File: src/rtl/i2cb_pkg.sv
// Shared types for the register-to-I2C bridge.
// Assumes byte-wide bus transfers; all encodings are internal to the block.
package i2cb_pkg;
    localparam int BYTE_W = 8;

    // Bus primitives executed by the bit engine, each lasting four quarters
    typedef enum logic [1:0] {
        BIT_START = 2'd0,
        BIT_STOP  = 2'd1,
        BIT_WRITE = 2'd2,
        BIT_READ  = 2'd3
    } bit_op_e;

    typedef struct packed {
        bit_op_e op;
        logic    wbit;
    } bit_cmd_t;

    // Transaction sequencer phases
    typedef enum logic [2:0] {
        SQ_IDLE    = 3'd0,
        SQ_START   = 3'd1,
        SQ_TX      = 3'd2,
        SQ_RESTART = 3'd3,
        SQ_RX      = 3'd4,
        SQ_STOP    = 3'd5
    } seq_state_e;
endpackage

File: src/rtl/i2cb_qtick.sv
// Quarter-bit tick generator.
// Emits a one-cycle pulse every QTR_CYCLES clocks; assumes QTR_CYCLES >= 2.
module i2cb_qtick #(
    parameter int QTR_CYCLES = 250
) (
    input  logic clk,
    input  logic rst_n,
    output logic tick
);
    localparam int CW = (QTR_CYCLES > 1) ? $clog2(QTR_CYCLES) : 1;
    localparam logic [CW-1:0] LAST = CW'(QTR_CYCLES - 1);

    logic [CW-1:0] cnt;

    assign tick = (cnt == LAST);

    // Free-running modulo counter
    always_ff @(posedge clk) begin
        if (!rst_n) begin
            cnt <= '0;
        end else if (tick) begin
            cnt <= '0;
        end else begin
            cnt <= cnt + 1'b1;
        end
    end
endmodule

File: src/rtl/i2cb_bitphy.sv
// Bit engine: runs one bus primitive (START, STOP, write bit, read bit)
// over four quarter ticks and drives SCL and the SDA pull-down.
// Assumes a new command is only offered while the engine is idle.
// Each primitive ends with SCL low, except STOP, which leaves the bus idle.
module i2cb_bitphy
    import i2cb_pkg::*;
(
    input  logic     clk,
    input  logic     rst_n,
    input  logic     tick,
    input  logic     cmd_valid,
    input  bit_cmd_t cmd,
    input  logic     sda_in,
    output logic     cmd_done,
    output logic     rbit,
    output logic     scl,
    output logic     sda_low,
    output bit_op_e  cur_op
);
    logic     active;
    logic [1:0] qtr;
    bit_cmd_t cmd_r;
    logic [1:0] sda_sync;

    assign cmd_done = active && tick && (qtr == 2'd3);
    assign cur_op   = cmd_r.op;

    // Bring the sensed data line into the clock domain
    always_ff @(posedge clk) begin
        if (!rst_n) begin
            sda_sync <= 2'b11;
        end else begin
            sda_sync <= {sda_sync[0], sda_in};
        end
    end

    // Primitive execution, one bus action per quarter tick
    always_ff @(posedge clk) begin
        if (!rst_n) begin
            active  <= 1'b0;
            qtr     <= 2'd0;
            cmd_r   <= '0;
            scl     <= 1'b1;
            sda_low <= 1'b0;
            rbit    <= 1'b1;
        end else if (!active) begin
            if (cmd_valid) begin
                active <= 1'b1;
                qtr    <= 2'd0;
                cmd_r  <= cmd;
            end
        end else if (tick) begin
            qtr <= qtr + 2'd1;
            if (qtr == 2'd3) begin
                active <= 1'b0;
            end
            case (cmd_r.op)
                BIT_START: begin
                    case (qtr)
                        2'd0: begin scl <= 1'b0; sda_low <= 1'b0; end
                        2'd1: scl <= 1'b1;
                        2'd2: sda_low <= 1'b1;
                        default: scl <= 1'b0;
                    endcase
                end
                BIT_STOP: begin
                    case (qtr)
                        2'd0: begin scl <= 1'b0; sda_low <= 1'b1; end
                        2'd1: scl <= 1'b1;
                        2'd2: sda_low <= 1'b0;
                        default: ;
                    endcase
                end
                BIT_WRITE: begin
                    case (qtr)
                        2'd0: begin scl <= 1'b0; sda_low <= !cmd_r.wbit; end
                        2'd1: scl <= 1'b1;
                        2'd2: ;
                        default: scl <= 1'b0;
                    endcase
                end
                BIT_READ: begin
                    case (qtr)
                        2'd0: begin scl <= 1'b0; sda_low <= 1'b0; end
                        2'd1: scl <= 1'b1;
                        2'd2: rbit <= sda_sync[1];
                        default: scl <= 1'b0;
                    endcase
                end
            endcase
        end
    end
endmodule

File: src/rtl/i2cb_txnseq.sv
// Transaction sequencer: turns one register request into the ordered
// list of bus primitives, checks each acknowledge and reports the outcome.
// Assumes the bit engine accepts a command in the cycle cmd_valid is high
// and signals completion with bit_done.
module i2cb_txnseq
    import i2cb_pkg::*;
#(
    parameter logic [7:0] DEV_WADDR = 8'h42,
    parameter logic [7:0] DEV_RADDR = 8'h43
) (
    input  logic              clk,
    input  logic              rst_n,
    input  logic              go,
    input  logic              wr_req,
    input  logic              rd_req,
    input  logic [BYTE_W-1:0] reg_addr,
    input  logic [BYTE_W-1:0] wr_data,
    input  logic              bit_done,
    input  logic              rbit,
    output logic              cmd_valid,
    output bit_cmd_t          cmd,
    output logic              busy,
    output logic              done,
    output logic              err,
    output logic [BYTE_W-1:0] rd_data
);
    seq_state_e        state;
    logic              is_read;
    logic [BYTE_W-1:0] addr_r;
    logic [BYTE_W-1:0] data_r;
    logic [3:0]        bitcnt;
    logic [1:0]        byte_idx;
    logic [BYTE_W-1:0] rx_sh;
    logic              waiting;
    logic              nack_r;
    logic [BYTE_W-1:0] cur_byte;
    logic              accept;
    logic              in_byte;

    assign accept    = go && (state == SQ_IDLE) && (rd_req ^ wr_req);
    assign busy      = (state != SQ_IDLE);
    assign cmd_valid = busy && !waiting;
    assign in_byte   = (bitcnt < 4'd8);

    // Byte currently being sent, chosen by its place in the transaction
    always_comb begin
        case (byte_idx)
            2'd0:    cur_byte = DEV_WADDR;
            2'd1:    cur_byte = addr_r;
            default: cur_byte = is_read ? DEV_RADDR : data_r;
        endcase
    end

    // Primitive requested from the bit engine in each phase
    always_comb begin
        cmd = '{op: BIT_STOP, wbit: 1'b1};
        case (state)
            SQ_START, SQ_RESTART: cmd.op = BIT_START;
            SQ_TX: begin
                if (in_byte) begin
                    cmd.op   = BIT_WRITE;
                    cmd.wbit = cur_byte[3'd7 - bitcnt[2:0]];
                end else begin
                    cmd.op = BIT_READ;
                end
            end
            SQ_RX: begin
                cmd.op   = in_byte ? BIT_READ : BIT_WRITE;
                cmd.wbit = 1'b1;
            end
            default: cmd.op = BIT_STOP;
        endcase
    end

    // Request capture and phase stepping on each finished primitive
    always_ff @(posedge clk) begin
        if (!rst_n) begin
            state    <= SQ_IDLE;
            is_read  <= 1'b0;
            addr_r   <= '0;
            data_r   <= '0;
            bitcnt   <= '0;
            byte_idx <= '0;
            rx_sh    <= '0;
            waiting  <= 1'b0;
            nack_r   <= 1'b0;
            done     <= 1'b0;
            err      <= 1'b0;
            rd_data  <= '0;
        end else begin
            done <= 1'b0;
            if (accept) begin
                state    <= SQ_START;
                is_read  <= rd_req;
                addr_r   <= reg_addr;
                data_r   <= wr_data;
                bitcnt   <= '0;
                byte_idx <= '0;
                waiting  <= 1'b0;
                nack_r   <= 1'b0;
                err      <= 1'b0;
            end else if (busy) begin
                if (cmd_valid) begin
                    waiting <= 1'b1;
                end
                if (bit_done) begin
                    waiting <= 1'b0;
                    case (state)
                        SQ_START: begin
                            state  <= SQ_TX;
                            bitcnt <= '0;
                        end
                        SQ_RESTART: begin
                            state    <= SQ_TX;
                            bitcnt   <= '0;
                            byte_idx <= 2'd2;
                        end
                        SQ_TX: begin
                            if (in_byte) begin
                                bitcnt <= bitcnt + 4'd1;
                            end else if (rbit) begin
                                nack_r <= 1'b1;
                                state  <= SQ_STOP;
                            end else if (byte_idx == 2'd2) begin
                                bitcnt <= '0;
                                state  <= is_read ? SQ_RX : SQ_STOP;
                            end else if (byte_idx == 2'd1 && is_read) begin
                                state <= SQ_RESTART;
                            end else begin
                                byte_idx <= byte_idx + 2'd1;
                                bitcnt   <= '0;
                            end
                        end
                        SQ_RX: begin
                            if (in_byte) begin
                                rx_sh  <= {rx_sh[BYTE_W-2:0], rbit};
                                bitcnt <= bitcnt + 4'd1;
                            end else begin
                                rd_data <= rx_sh;
                                state   <= SQ_STOP;
                            end
                        end
                        SQ_STOP: begin
                            state <= SQ_IDLE;
                            done  <= 1'b1;
                            err   <= nack_r;
                        end
                        default: state <= SQ_IDLE;
                    endcase
                end
            end
        end
    end
endmodule

File: src/rtl/regbus_i2c_bridge.sv
// Top level: memory-style register request port in front of a
// single-master two-wire bus. SCL is driven push-pull; SDA is only pulled
// low or released. Assumes CLK_HZ >= 8 * SCL_HZ.
module regbus_i2c_bridge
    import i2cb_pkg::*;
#(
    parameter int         CLK_HZ    = 100_000_000,
    parameter int         SCL_HZ    = 100_000,
    parameter logic [7:0] DEV_WADDR = 8'h42,
    parameter logic [7:0] DEV_RADDR = 8'h43
) (
    input  logic              clk,
    input  logic              rst_n,
    input  logic              go,
    input  logic              wr_req,
    input  logic              rd_req,
    input  logic [BYTE_W-1:0] reg_addr,
    input  logic [BYTE_W-1:0] wr_data,
    output logic [BYTE_W-1:0] rd_data,
    output logic              busy,
    output logic              done,
    output logic              err,
    output logic              scl,
    output logic              sda_low,
    input  logic              sda_in
);
    localparam int QTR_CYCLES = CLK_HZ / (4 * SCL_HZ);

    logic     tick;
    logic     cmd_valid;
    bit_cmd_t cmd;
    logic     bit_done;
    logic     rbit;
    bit_op_e  phy_op;

    i2cb_qtick #(.QTR_CYCLES(QTR_CYCLES)) u_tick (
        .clk   (clk),
        .rst_n (rst_n),
        .tick  (tick)
    );

    i2cb_bitphy u_phy (
        .clk       (clk),
        .rst_n     (rst_n),
        .tick      (tick),
        .cmd_valid (cmd_valid),
        .cmd       (cmd),
        .sda_in    (sda_in),
        .cmd_done  (bit_done),
        .rbit      (rbit),
        .scl       (scl),
        .sda_low   (sda_low),
        .cur_op    (phy_op)
    );

    i2cb_txnseq #(.DEV_WADDR(DEV_WADDR), .DEV_RADDR(DEV_RADDR)) u_seq (
        .clk       (clk),
        .rst_n     (rst_n),
        .go        (go),
        .wr_req    (wr_req),
        .rd_req    (rd_req),
        .reg_addr  (reg_addr),
        .wr_data   (wr_data),
        .bit_done  (bit_done),
        .rbit      (rbit),
        .cmd_valid (cmd_valid),
        .cmd       (cmd),
        .busy      (busy),
        .done      (done),
        .err       (err),
        .rd_data   (rd_data)
    );
endmodule

File: config.mk
export PLATFORM = sky130hd
export DESIGN_NAME = regbus_i2c_bridge
export DESIGN_NICKNAME = d
export VERILOG_FILES = /design/src/rtl/i2cb_pkg.sv /design/src/rtl/i2cb_qtick.sv /design/src/rtl/i2cb_bitphy.sv /design/src/rtl/i2cb_txnseq.sv /design/src/rtl/regbus_i2c_bridge.sv
export SDC_FILE = /design/constraint.sdc
export NUM_CORES = 1
export LEC_CHECK = 0
export ABC_AREA = 1
export BUFFER_PORTS_ARGS = -buffer_cell sky130_fd_sc_hd__buf_2
export CAP_MARGIN = 20
export CELL_PAD_IN_SITES_DETAIL_PLACEMENT = 1
export CELL_PAD_IN_SITES_GLOBAL_PLACEMENT = 2
export CORE_MARGIN = 1
export CORE_UTILIZATION = 35
export DETAILED_ROUTE_END_ITERATION = 6
export PLACE_DENSITY_LB_ADDON = 0.1
export SYNTH_ARGS = -nofsm -noshare
export SYNTH_HDL_FRONTEND = slang
export SYNTH_SLANG_ARGS = --single-unit
File: constraint.sdc
create_clock -name clk -period 3.3 [get_ports clk]
set_input_delay 0.66 -clock clk [delete_from_list [all_inputs] [get_ports clk]]
set_output_delay 0.66 -clock clk [all_outputs]
set_load 0.02 [all_outputs]
==> flow_summary.yaml <==
placed_design:
  portBuffers: 34
  dp_hpwl_um: 6034
  gp_congestion: 0.9109
cts:
  htreeDepth: 3
  path_clk_slew_ns: 0.08
  insertion_delay_ns: 0.34
  post-cts-setup-buffers: 0
  clk_path_buf_depth: 2
  cts.sinks: 65
  cts_buffers: 9
  cts_tree: "yes"
  clockRootBuffer: "clkbuf_8"
  ctsResizeCount: 0
  ctsHoldBuffers: 0
worst_setup_path:
  startpoint_type: "register"
  r2r-start: "u_tick.cnt[0]$_SDFF_PP0_"
  path_max_fanout: 11
  critical_path_required_ns: 3.52
  critPathLaunch: "u_tick.cnt[0]$_SDFF_PP0_"
  timing.rr.end: "u_seq.bitcnt[0]$_SDFFE_PP0P_"
  reg2reg_slack_ns: 1.17
  critPathKind: "reg -> reg"
  cp-endpoint: "u_seq.bitcnt[0]$_SDFFE_PP0P_"
  endpoint_kind: "register"
  cp.arrival_ns: 2.35
  reg2reg_depth: 8
global_route:
  grt_max_degree: 31
  grt_pass1_wl_um: 13620
  grt-ovfl-total: 0
  grt_util_all_layers_pct: 18.20
  antenna_found_initial: 0
  grt_pass1_vias: 2845
synthesis:
  synthCells: 445
  synth-warning-count: 0
  synth.distinct_cells: 32
  yosysSeqAreaShare_pct: 41.32
  ys_ff_latch: 65
  syn_area_um2: 3149
  syn_area_per_cell_um2: 7.077
  syn_nets: 478
power_and_ir_drop:
  p_leak_uw: 0.001601
  clkPwrFrac_pct: 42.2
  comb_power_share_pct: 7.5
  intPower_uw: 1221
  ir_worst_vdd_mv: 0.1546
  switchingPower_uw: 423.3
  p_total_uw: 1644
  seq_power_share_pct: 50.3
  swShare_pct: 25.74
  power.density_nw_per_um2: 455.9
job:
  drv_cap: 0
hold_path:
  hold_class: "reg -> reg"
die:
  rows: 34
  pin_count: 35
  core-area_um2: 8721
  die_area_um2: 9381
  die_y_um: 96.86
  die_x_um: 96.86
  floorplan.initialDensity_pct: 36.11
route:
  wl_per_cell_um: 13.29
  num_vias: 2845
  first_pass_iters: 4
  first_iter_violations: 103
  drc: 0
  vias_per_cell: 4.790
  drtAntennaViolNets: 0
  routed_wl_um: 7897
sta:
  worstMarginPinSlew_ns: 0.7565
  holdWs_ns: 0.4248
  period_needed_ns: 2.127
  slew_violations: 0
  clock_skew_ns: 0.01087
  rsz0062_at_grt: "false"
  tns_ns: 0
  setup_viol: 0
  hold_violations: 0
  relSlewSlack_pct: 49.38
  fmax_mhz: 470.2
  finalCritPeriodShare_pct: 64.45
final_layout:
  area_growth_pct: 14.54
  nFillCells: 1122
  fin_nets: 514
  mostFrequentLayoutCell: "nand2_1"
  diodes: 0
  final_cell_mix: "nand2_1 (96), nor2_1 (74), dfxtp_1 (65)"
  drive_above_1_share_pct: 15.43
  fin_util_pct: 41.36
  multi_input_area_um2: 1589
  seqCellArea_um2: 1301
run_status:
  status: "completed"
==> logic make-up (layout without fill, tap and decap cells) <==
group                      after synthesis  in the layout  share of synthesized area (%)
AOI/OAI and AO/OA                       69             69                          11.40
xor gates and xnor gates                 4              4                          1.351
adders and majority gates               11             11                          4.370
buffers and inverters                   63            104                          8.224
DFF                                     65             65                          41.32
and+or+nand+nor                        233            233                          33.33
==> routing by layer <==
metal	up-vias	track usage (%)	part of all wire, %
met1	1315	23.45	49
met3	11	3.974	2.4
met5	-	0	0
li1	1487	-	-
met4	0	6.315	1.6
met2	32	29.96	47
==> state kept, by name, indices dropped and copies added (netlist names), 2 cells and up <==
signal          count
u_seq.rx_sh         8
u_seq.bitcnt        4
u_phy.qtr           2
u_phy.sda_sync      2
u_seq.byte_idx      2
u_seq.addr_r        8
u_seq.data_r        8
u_seq.rd_data       8
u_seq.state         3
u_tick.cnt          8
u_phy.cur_op        2
==> synthesized netlist by cell type <==
cell type  number  area, um^2
nand2_1        96       360.4
nor2_1         74       277.8
dfxtp_1        65        1301
inv_1          47       176.4
nand3_1        38       190.2
a21oi_1        33       165.2
o21ai_0        27       135.1
ha_1           11       137.6
inv_2           6       22.52
nor3_1          5       25.02
nand2_2         4       25.02
buf_2           3       15.01
buf_4           3       22.52
clkbuf_1        3       11.26
nor2_2          3       18.77
o21ai_1         3       15.01
or2_2           3       18.77
a211oi_1        2       15.01
nor2_4          2       22.52
nor2_8          2       40.04
nor3b_1         2       15.01
o31ai_1         2       15.01
xor2_1          2       17.52
a31oi_1         1       6.260
buf_6           1       11.26
nand2_4         1       11.26
nand3_4         1       17.52
nand4_4         1       21.27
nor4_1          1       6.260
o21a_1          1       7.510
xnor2_1         1       8.760
xnor2_2         1       16.27
==> power groups by stage <==
stage	clock network (uW)	registers, uW	logic, uW
floorplan	0	840	87.1
global placement	0	846	123
detailed placement	0	846	125
CTS	724	828	126
global route	757	832	141
finish	694	827	123
==> stage by stage <==
| step | cells | cell area (um^2) | setup WS [ns] |
|---|---|---|---|
| after floorplan | 445 | 3149 | 1.720 |
| after global placement | 578 | 3402 | 1.282 |
| after global routing | 594 | 3607 | 0.9798 |
| after CTS | 594 | 3607 | 1.163 |
| after detailed placement | 578 | 3402 | 1.192 |
| final | 594 | 3607 | 1.173 |
==> worst min path at each step <==
stage / startpoint / end / slack (ns) / depth (start not counted)
after floorplan: u_phy.sda_sync[0]$_SDFF_PN1_ / u_phy.sda_sync[1]$_SDFF_PN1_ / 0.39 / 1
after global placement: u_phy.sda_sync[0]$_SDFF_PN1_ / u_phy.sda_sync[1]$_SDFF_PN1_ / 0.41 / 1
after detailed placement: u_phy.sda_sync[0]$_SDFF_PN1_ / u_phy.sda_sync[1]$_SDFF_PN1_ / 0.42 / 1
after CTS: u_phy.sda_sync[0]$_SDFF_PN1_ / u_phy.sda_sync[1]$_SDFF_PN1_ / 0.43 / 1
after global routing: u_phy.sda_sync[0]$_SDFF_PN1_ / u_phy.sda_sync[1]$_SDFF_PN1_ / 0.44 / 1
final: u_phy.sda_sync[0]$_SDFF_PN1_ / u_phy.sda_sync[1]$_SDFF_PN1_ / 0.42 / 1
==> final cells by class <==
class / count / share of cell area [%]
clock buffers: 10 / 3.815
clock inverters: 6 / 1.873
inverters: 53 / 5.515
multi-input cells: 317 / 44.05
flip-flops and latches: 65 / 36.07
well taps: 108 / 3.746
repair buffers: 35 / 4.925
==> worst max-delay path, cell delays in order, from the launching register on <==
cell,delay [ns]
dfxtp_1,0.38
ha_1,0.16
nand2_1,0.06
nor2_2,0.19
nand4_4,0.18
nor2_1,0.63
nand2_1,0.24
nand2_1,0.12
a21oi_1,0.07
(Power assumes the default switching activity.)
